[config.mk]
export PLATFORM = sky130hd
export DESIGN_NAME = blksel_top
export DESIGN_NICKNAME = d
export VERILOG_FILES = /design/src/rtl/blksel_pkg.sv /design/src/rtl/blksel_mask.sv /design/src/rtl/blksel_match.sv /design/src/rtl/blksel_qual.sv /design/src/rtl/blksel_top.sv
export SDC_FILE = /design/constraint.sdc
export NUM_CORES = 1
export LEC_CHECK = 0
export BUFFER_PORTS_ARGS = -buffer_cell sky130_fd_sc_hd__buf_4
export CAP_MARGIN = 15
export CORE_AREA = 2 2 39 41
export DETAILED_ROUTE_END_ITERATION = 8
export DIE_AREA = 0 0 41 43
export SLEW_MARGIN = 20
export SYNTH_ARGS = -nofsm -noshare
export SYNTH_HDL_FRONTEND = slang
export SYNTH_SLANG_ARGS = --single-unit
export TNS_END_PERCENT = 20
[constraint.sdc]
create_clock -name vclk -period 0.9
set_clock_uncertainty 0.15 [all_clocks]
set_input_delay 0.18 -clock vclk [all_inputs]
set_output_delay 0.18 -clock vclk [all_outputs]
set_load 0.03 [all_outputs]
[src/rtl/blksel_pkg.sv]
package blksel_pkg;
    localparam int SIZE_W = 2;

    typedef enum logic [SIZE_W-1:0] {
        BLK_8K = 2'b00,
        BLK_4K = 2'b01,
        BLK_2K = 2'b10,
        BLK_1K = 2'b11
    } blk_size_e;

    typedef struct packed {
        logic hit;
        logic sel_n;
    } sel_state_t;
endpackage

[src/rtl/blksel_mask.sv]
module blksel_mask
    import blksel_pkg::*;
#(
    parameter int MIN_LINES = 3,
    localparam int MAX_LINES = MIN_LINES + (1 << SIZE_W) - 1
) (
    input  logic [SIZE_W-1:0]    size_code,
    output logic [MAX_LINES-1:0] cmp_mask
);
    // line k counts from the top address line; it is compared when k < MIN_LINES + size
    for (genvar k = 0; k < MAX_LINES; k++) begin : g_line
        if (k < MIN_LINES) begin : g_fixed
            assign cmp_mask[MAX_LINES-1-k] = 1'b1;
        end else begin : g_sized
            assign cmp_mask[MAX_LINES-1-k] = (int'(size_code) >= (k - MIN_LINES + 1));
        end
    end
endmodule

[src/rtl/blksel_match.sv]
module blksel_match #(
    parameter int LINES = 6
) (
    input  logic [LINES-1:0] addr_top,
    input  logic [LINES-1:0] sw_pol,
    input  logic [LINES-1:0] cmp_mask,
    output logic             hit
);
    logic [LINES-1:0] line_ok;

    for (genvar j = 0; j < LINES; j++) begin : g_cmp
        assign line_ok[j] = ~(addr_top[j] ^ sw_pol[j]) | ~cmp_mask[j];
    end

    assign hit = &line_ok;
endmodule

[src/rtl/blksel_qual.sv]
module blksel_qual #(
    parameter bit GATE_PHI2 = 1'b1
) (
    input  logic hit,
    input  logic phi2,
    output logic sel_n
);
    if (GATE_PHI2) begin : g_gated
        assign sel_n = ~(hit & phi2);
    end else begin : g_plain
        logic unused_phi2;
        assign unused_phi2 = phi2;
        assign sel_n = ~hit;
    end
endmodule

[src/rtl/blksel_top.sv]
module blksel_top
    import blksel_pkg::*;
#(
    parameter int ADDR_W    = 16,
    parameter int MIN_LINES = 3,
    parameter bit GATE_PHI2 = 1'b1,
    localparam int MAX_LINES = MIN_LINES + (1 << SIZE_W) - 1
) (
    input  logic [ADDR_W-1:0]    addr,
    input  logic [MAX_LINES-1:0] sw_pol,
    input  logic [SIZE_W-1:0]    size_code,
    input  logic                 phi2,
    output logic                 blk_sel_n
);
    logic [MAX_LINES-1:0] addr_top;
    logic [MAX_LINES-1:0] cmp_mask;
    logic                 hit;
    logic                 qual_n;
    logic                 unused_low;
    sel_state_t           sel_d;

    assign addr_top   = addr[ADDR_W-1 -: MAX_LINES];
    assign unused_low = ^addr[ADDR_W-MAX_LINES-1:0];

    blksel_mask #(.MIN_LINES(MIN_LINES)) u_mask (
        .size_code (size_code),
        .cmp_mask  (cmp_mask)
    );

    blksel_match #(.LINES(MAX_LINES)) u_match (
        .addr_top (addr_top),
        .sw_pol   (sw_pol),
        .cmp_mask (cmp_mask),
        .hit      (hit)
    );

    blksel_qual #(.GATE_PHI2(GATE_PHI2)) u_qual (
        .hit   (hit),
        .phi2  (phi2),
        .sel_n (qual_n)
    );

    // no registered state: the next-value struct drives the port directly
    always_comb begin
        sel_d.hit   = hit;
        sel_d.sel_n = qual_n;
    end

    assign blk_sel_n = sel_d.sel_n;
endmodule

# After elaboration in Yosys (flattened, before gate mapping)

Index checks and enable logic that the tools add are counted.

Input bits: 25
Word-level logic and storage cells: 24
Flip-flop bits (word level): 0
Output and inout bits: 1

Bitwise operators: 20
Order comparisons: 3
Reductions and logical operators: 1

Operators with widths:

| kind                                                               | count |
|---|---|
| inverter 1 bit                                                     | 10 |
| AND reduction 6 bit                                                | 1 |
| bitwise XOR 1 bit                                                  | 6 |
| greater-or-equal comparator 2 bit (second input constant)          | 2 |
| bitwise OR 1 bit                                                   | 3 |
| greater-or-equal comparator 2 x 1 -> 1 bit (second input constant) | 1 |
| AND 1 bit                                                          | 1 |

# Logic depth before layout (Yosys ltp)

Gate-level depths: netlist (run 1).

Word-level depth: 6
Gate-level depth with buffers: 3
Gate-level depth less buffers: 3

# Hierarchy

From an unflattened synthesis (run 1), not the netlist that was laid out.

Cell total of the unflattened synthesis: 18
Area, all modules: 128.9 µm²

By module, submodules not included:

| module       | area each (µm²) | instances | cells each | seq. area each (µm²) |
|---|---|---|---|---|
| blksel_match | 81.3            | 1         | 10         | 0.0 |
| blksel_mask  | 43.8            | 1         | 7          | 0.0 |
| blksel_qual  | 3.8             | 1         | 1          | 0.0 |

# Least setup slack after synthesis (run 1)

Ideal clock, no wire load.

Kind: input-to-output
Start: input addr[10]
End: output blk_sel_n
Data arrival time: 0.718 ns
Stages on the path: 3
Path buffers: 0
Data required time: 0.570 ns
Path slack: -0.148 ns
Cell sequence: xor2_1 > a21oi_1 > o211ai_2

Cells in the longest elaborated chain, start to end: 6

RTL lines:

| element             | line               | text |
|---|---|---|
| start: declaration  | blksel_top.sv:9    | `input logic [ADDR_W-1:0] addr,` |
| bitwise XOR 1 bit   | blksel_match.sv:12 | `assign line_ok[j] = ~(addr_top[j] ^ sw_pol[j]) \| ~cmp_mask[j];` |
| inverter 1 bit      | blksel_match.sv:12 |  |
| bitwise OR 1 bit    | blksel_match.sv:12 |  |
| AND reduction 6 bit | blksel_match.sv:15 | `assign hit = &line_ok;` |
| AND 1 bit           | blksel_qual.sv:9   | `assign sel_n = ~(hit & phi2);` |
| inverter 1 bit      | blksel_qual.sv:9   |  |
| end: declaration    | blksel_top.sv:13   | `output logic blk_sel_n` |

No other way between the ends.

# Final worst setup path (run 1)

Start: input addr[14]
End: output blk_sel_n

Cells in the longest elaborated chain, start to end: 5

RTL lines:

| element             | line |
|---|---|
| bitwise XOR 1 bit   | blksel_match.sv:12 |
| inverter 1 bit      | blksel_match.sv:12 |
| AND reduction 6 bit | blksel_match.sv:15 |
| AND 1 bit           | blksel_qual.sv:9 |
| inverter 1 bit      | blksel_qual.sv:9 |

No other way between the ends.

==> results of run 1 <==
## metrics by stage
stage | TNS, ns | total power [W] | hold slack [ns] | utilization [%]
after floorplan | -0.148 | 0.0000315 | 0.442 | -
after global placement | -0.339 | 0.0000895 | 0.592 | 16.5
after detailed placement | -0.374 | 0.0000925 | 0.610 | 16.5
after CTS | -0.326 | 0.000105 | 0.596 | 18.6
after global routing | -0.337 | 0.000130 | 0.619 | 20.5
final | -0.292 | 0.000120 | 0.587 | 20.5
## path summary, 6_finish.rpt
path / from / to / slack (ns) / cells after the start
worst min-delay path: size_code[1] / blk_sel_n / 0.59 / 4
worst max-delay path: addr[14] / blk_sel_n / -0.29 / 5
## where the power goes
group | total, W | switching [W] | internal [W]
Combinational | 0.000120 | 0.0000396 | 0.0000802
Clock | 0 | 0 | 0
Sequential | 0 | 0 | 0
Total | 0.000120 | 0.0000396 | 0.0000802
## what timing repair did
action                                  4_1_cts  5_1_grt
pin swaps                                     5        1
endpoints found under the setup margin        1        1
gates resized for setup                       7        4
## synthesized netlist by cell type
library cell  n  share of area, %
xnor2_1       3                30
o21ai_0       1               5.7
a21oi_1       1               5.7
o211ai_2      1                14
and4_1        1                10
xor2_1        3                30
inv_1         1               4.3
## layer usage
layer  share of wire [%]  vias to the layer above  wire, um  track usage [%]
met5                   0                        -         0                0
met4                   0                        0         0                0
met3                  14                        0        50                0
met2                  57                       16       200             8.13
met1                  28                       61        97             2.22
li1                    -                       69         -                -
## kinds of logic after synthesis
group | share of synthesized area (%)
XOR/XNOR | 60.0
buffers and inverters | 4.28
AND/OR/NAND/NOR | 10.0
AO/OA/AOI/OAI | 25.7
## cell type report
class / count / area [um^2] / area share [%]
Inverter: 1 / 3.75 / 1.32
Multi-Input combinational cell: 10 / 118 / 41.4
Tap cell: 16 / 20.0 / 7.05
Timing Repair Buffer: 16 / 143 / 50.2
## cells in the final DEF, fill, tap and decap left out
master / synthesis / layout
xor2_1: 3 / 2
and4_1: 1 / 1
a21oi_2: 0 / 1
o211ai_2: 1 / 1
o21ai_0: 1 / 1
inv_1: 1 / 1
xor2_2: 0 / 1
buf_6: 0 / 6
xnor2_2: 0 / 3
buf_4: 0 / 10
==> out/metrics.yaml, run 1 <==
crit_path_start_kind: "input port"
placed_area_um2: 228
worst_slew_pin_slew_ns: 0.206
grt_first_pass_wirelength_um: 407
critPathTopFamily: "buffers and inverters"
peakVddDrop_uv: 95.3
max_stage_delay_ns: 0.22
drive_gt1_share_pct: 81.5
ys_seq_area_share_pct: 0
power_density_nw_per_um2: 422
cp.required_ns: 0.57
drtIter0Drc: 0
yosysWarnings: 0
power_leakage_nw: 0.136
boundaryPins: 26
fin_nets: 54
die_area_um2: 1760
critPathMostFrequentCell: "buf_6"
n_fill_cell: 155
fin_cells: 43
nFlopsAndLatches: 0
synthCells: 11
n_antenna_cell: 0
place_inst: 43
critPathKind: "in -> out"
antenna_found_initial: 0
die_h_um: 43
synth_area_um2: 87.6
grt_max_degree: 3
track_usage_pct: 3.30
dp_hpwl_um: 293
wirelength_um: 348
wl_per_cell_um: 8.09
hold_class: "in -> out"
ctsHoldBuffers: 0
num_vias: 146
path_cells: "buf_6 -> xnor2_2 -> and4_1 -> o211ai_2 -> buf_6"
report.final.slew_viol_count: 0
fin_crit_sh_pct: 132
gp_congestion: 0.594
relSlewSlack_pct: 86.1
place_ws_ns: -0.374
cp_num_buf_inv: 2
areaGrowthSynthToFinish_pct: 224
ant_nets: 0
placementRows: 14
initial_core_util_pct: 6.33
post-cts-setup-buffers: 0
seq_area_um2: 0
violations: "negative setup slack"
syn_area_per_cell_um2: 7.96
design_area_um2: 284
status: "finished, violations left"
rsz0062_at_grt: "true"
synthDistinctLibCells: 7
drt_pass1_iterations: 1
drt-vias-per-instance: 3.40
timing.fmax_mhz: 839
final_hold_viol_count: 0
arrival_ns: 0.86
drcViolationCount: 0
die_width_um: 41
clock_buffers: 0
grt_pass1_vias: 129
path_max_fanout: 1
fin_crit_ns: 1.19
synthesis.nets: 36
drv_cap: 0
cp-end-kind: "primary output"
portBuffers: 16
gr-total-overflow: 0
cpMaxStageDelayCell: "and4_1"
finalSetupViolCount: 1
setup_ws_ns: -0.292
coreArea_um2: 1380
(Power assumes the default switching activity.)
==> run 2: changes to the inputs <==
- clock period: 0.9 -> 1.5 ns (I/O delays scaled with it)
==> out/metrics.yaml, run 2 (synthesis gave the netlist of run 1 again) <==
hold_class: "in -> out"
final_hold_viol_count: 0  # unchanged
post-cts-setup-buffers: 0  # unchanged
die_h_um: 43  # unchanged
coreArea_um2: 1380  # unchanged
track_usage_pct: 3.40  # +0.097 points
initial_core_util_pct: 6.33  # unchanged
cp-end-kind: "primary output"
ctsHoldBuffers: 0  # unchanged
report.final.slew_viol_count: 0  # unchanged
fin_crit_ns: 1.45
peakVddDrop_uv: 55.2  # -42%
grt-busiest-layer: "met2"
areaGrowthSynthToFinish_pct: 190
arrival_ns: 1.00  # +0.14 ns
grt_use_met2_pct: 8.13  # unchanged
wl_per_cell_um: 7.30  # -9.8%
place_inst: 43  # unchanged
wirelength_um: 314  # -9.8%
ant_nets: 0  # unchanged
final_common_cell: "buf_4"
die_width_um: 41  # unchanged
drt-vias-per-instance: 3.28  # -3.4%
hold_end: "blk_sel_n"
antenna_found_initial: 0  # unchanged
whs_ns: 0.824  # +0.237 ns
path_max_fanout: 1  # unchanged
power_density_nw_per_um2: 247  # -41%
cts-resized-gates: 0  # -7
die_area_um2: 1760  # unchanged
grt_pass1_vias: 149  # +16%
use_met1_pct: 2.53  # +0.31 points
timing.fmax_mhz: 692
rsz0062_at_grt: "false"
finalSetupViolCount: 0  # -1
num_vias: 141  # -3.4%
drtIter0Drc: 0  # unchanged
grt_use_met3_pct: 0  # unchanged
crit_path_start_kind: "input port"
grt_max_degree: 3  # unchanged
drt_pass1_iterations: 1  # unchanged
boundaryPins: 26  # unchanged
mostFrequentLayoutCells: "15 x buf_4, 3 x xor2_1, 3 x xnor2_2"
clock_buffers: 0  # unchanged
grt_first_pass_wirelength_um: 441  # +8.4%
gr-total-overflow: 0  # unchanged
nFlopsAndLatches: 0  # unchanged
fin_cells: 43  # unchanged
relSlewSlack_pct: 86.6  # +0.44 points
cp.required_ns: 1.05  # +0.48 ns
drcViolationCount: 0  # unchanged
seq_area_um2: 0  # unchanged
n_antenna_cell: 0  # unchanged
placementRows: 14  # unchanged
drive_gt1_share_pct: 74.1  # -7.4 points
power_leakage_nw: 0.128  # -5.7%
gp_congestion: 0.556  # -6.5%
drv_cap: 0  # unchanged
fin_crit_sh_pct: 96.4
fin_nets: 54  # unchanged
critPathKind: "in -> out"
hold_depth: 4  # unchanged
n_fill_cell: 160  # +3.2%
portBuffers: 16  # unchanged
min-delay-start: "size_code[1]"
worst_slew_pin_slew_ns: 0.199  # -0.00660 ns
status: "finished, final reports clean"
fin_setup_tns_ns: 0  # +0.292 ns
## run 2: cell count changes in the layout (fill, tap and decap cells not counted)
| cell | change |
|---|---|
| buf_6 | -5 |
| a21oi_2 | -1 |
| a21oi_1 | +1 |
| buf_4 | +5 |
| xor2_1 | +1 |
| xor2_2 | -1 |
## run 2: metal layers
metal  wire (um)  vias to the layer above
met5           0                        -
met4           0                        0
met3          77                        0
met2         140                       16
met1          96                       55
li1            -                       70
## run 2: worst max path at each step
stage	start	to	cells after the start
after detailed placement	sw_pol[3]	blk_sel_n	5
after floorplan	addr[10]	blk_sel_n	3
after global routing	addr[13]	blk_sel_n	5
final	addr[13]	blk_sel_n	5
after global placement	sw_pol[5]	blk_sel_n	5
after CTS	sw_pol[3]	blk_sel_n	5
## run 2: cell type report
type / instances / area [um^2] / area share (%)
Timing Repair Buffer: 16 / 124 / 48.8
Inverter: 1 / 3.75 / 1.48
Multi-Input combinational cell: 10 / 106 / 41.9
Tap cell: 16 / 20.0 / 7.88
## run 2: power breakdown
group	total, W	internal, W	leakage [nW]	switching (W)
clock	0	0	0	0
combinational	0.0000628	0.0000421	0.128	0.0000206
sequential	0	0	0	0
total	0.0000628	0.0000421	0.128	0.0000206
## run 2: critical path, cell delays in order
cell and delay (ns):
buf_4 0.12, xnor2_2 0.13, and4_1 0.22, o211ai_2 0.08, buf_6 0.15
## run 2: metrics by stage
stage / total power, W / setup slack, ns / util [%] / instance area, um^2
after floorplan: 0.0000189 / 0.212 / - / 87.6
after global placement: 0.0000539 / 0.0277 / 16.5 / 228
after detailed placement: 0.0000551 / 0.0140 / 16.5 / 228
after CTS: 0.0000554 / 0.0140 / 16.5 / 228
after global routing: 0.0000678 / 0.0106 / 18.4 / 254
final: 0.0000628 / 0.0546 / 18.4 / 254
==> run 3: changes to the inputs <==
- CORE_AREA: 2 2 39 41 -> 5 5 42 44
- DIE_AREA: 0 0 41 43 -> 0 0 47 49
- GPL_TIMING_DRIVEN: unset -> 0
==> out/metrics.yaml, run 3 (synthesis gave the netlist of run 1 again) <==
status: "finished, final reports clean"
report.final.slew_viol_count: 0  # unchanged
cpMaxStageDelayCell: "a21oi_1"
post-cts-setup-buffers: 0  # unchanged
drcViolationCount: 0  # unchanged
wirelength_um: 364  # +16%
finalSetupViolCount: 0  # unchanged
hold_depth: 4  # unchanged
wl_per_cell_um: 8.47  # +16%
max_stage_delay_ns: 0.17  # -0.05 ns
power_density_nw_per_um2: 245  # -0.96%
arrival_ns: 0.98  # -0.02 ns
die_width_um: 47  # +15%
drive_gt1_share_pct: 70.4  # -3.7 points
drt_pass1_iterations: 1  # unchanged
areaGrowthSynthToFinish_pct: 181
antenna_found_initial: 0  # unchanged
die_h_um: 49  # +14%
fin_setup_tns_ns: 0  # unchanged
fin_nets: 54  # unchanged
drtIter0Drc: 0  # unchanged
peakVddDrop_uv: 76.1  # +38%
drt-vias-per-instance: 3.26  # -0.71%
grt_max_degree: 3  # unchanged
n_antenna_cell: 0  # unchanged
critPathKind: "in -> out"
ant_nets: 0  # unchanged
gr-total-overflow: 0  # unchanged
fin_crit_sh_pct: 95.6  # -0.76 points
worst_slew_pin_slew_ns: 0.211  # +0.0111 ns
num_vias: 140  # -0.71%
boundaryPins: 26  # unchanged
hold_class: "in -> out"
hold_end: "blk_sel_n"
clock_buffers: 0  # unchanged
crit_path_start_kind: "input port"
path_cells: "buf_4 -> xor2_1 -> a21oi_1 -> o211ai_2 -> buf_6"
coreArea_um2: 1400  # +1.3%
multi_input_area_um2: 98.8  # -7.1%
portBuffers: 16  # unchanged
n_fill_cell: 162  # +1.3%
cp.required_ns: 1.05  # about the same
initial_core_util_pct: 6.25  # -0.079 points
drv_cap: 0  # unchanged
rsz0062_at_grt: "false"
grt_first_pass_wirelength_um: 634  # +44%
whs_ns: 0.835  # +0.0110 ns
power_leakage_nw: 0.122  # -4.4%
cp-end-kind: "primary output"
nFlopsAndLatches: 0  # unchanged
grt_use_met3_pct: 1.85  # +1.8 points
grt_use_met2_pct: 5.20  # -2.9 points
timing.fmax_mhz: 697  # +0.79%
path_max_fanout: 1  # unchanged
grt_pass1_vias: 179  # +20%
track_usage_pct: 3.44  # +0.042 points
use_met1_pct: 4.57  # +2.0 points
gp_congestion: 0.602  # +8.3%
seq_area_um2: 0  # unchanged
placementRows: 14  # unchanged
grt-busiest-layer: "met2"
die_area_um2: 2300  # +31%
fin_crit_ns: 1.43  # -0.0114 ns
final_common_cell: "buf_4"
min-delay-start: "size_code[1]"
mostFrequentLayoutCells: "15 x buf_4, 3 x xor2_1, 2 x xnor2_2"
final_hold_viol_count: 0  # unchanged
relSlewSlack_pct: 85.8  # -0.75 points
-- run 3: cell counts in the layout (fill, tap and decap cells not counted) --
No cell type changed its count.
-- run 3: metal layers --
metal,vias up,part of all wire [%]
met3,0,21
met1,54,41
met2,16,37
met4,0,0
met5,-,0
li1,70,-
-- run 3: worst max-delay path by stage --
stage / startpoint / to / slack (ns) / cells after the start
after floorplan: addr[10] / blk_sel_n / 0.21 / 3
after global placement: sw_pol[4] / blk_sel_n / 0.03 / 5
after detailed placement: sw_pol[4] / blk_sel_n / 0.02 / 5
after CTS: sw_pol[4] / blk_sel_n / 0.02 / 5
after global routing: sw_pol[3] / blk_sel_n / 0.0003 / 5
final: sw_pol[0] / blk_sel_n / 0.07 / 5
-- run 3: critical path, delay by kind of cell --
| family | cells | cell delay (ns) |
|---|---|---|
| xor gates and xnor gates | 1 | 0.15 |
| AOI/OAI and AO/OA | 2 | 0.27 |
| buffers and inverters | 2 | 0.26 |
-- run 3: area by class of cell --
class	instances	share of cell area [%]
timing repair buffer	16	50.3
multi-input combinational	10	40.1
tap	16	8.12
inverter	1	1.52
-- run 3: repair_timing --
action,CTS,global route
endpoints found under the hold margin,0,0
setup endpoints to repair,0,1
gates resized for setup,0,3
hold buffers,0,0
-- run 3: through the flow --
stage / setup WS (ns) / total power, W / instance area [um^2] / util (%) / cells
floorplan: 0.212 / 0.0000189 / 87.6 / - / 11
global placement: 0.0337 / 0.0000538 / 228 / 16.3 / 43
detailed placement: 0.0187 / 0.0000549 / 228 / 16.3 / 43
CTS: 0.0185 / 0.0000550 / 228 / 16.3 / 43
global route: 0.000286 / 0.0000665 / 246 / 17.6 / 43
finish: 0.0660 / 0.0000603 / 246 / 17.6 / 43
-- run 3: power by group --
group	internal, W	switching (W)	total, W
Combinational	0.0000404	0.0000199	0.0000603
Clock	0	0	0
Sequential	0	0	0
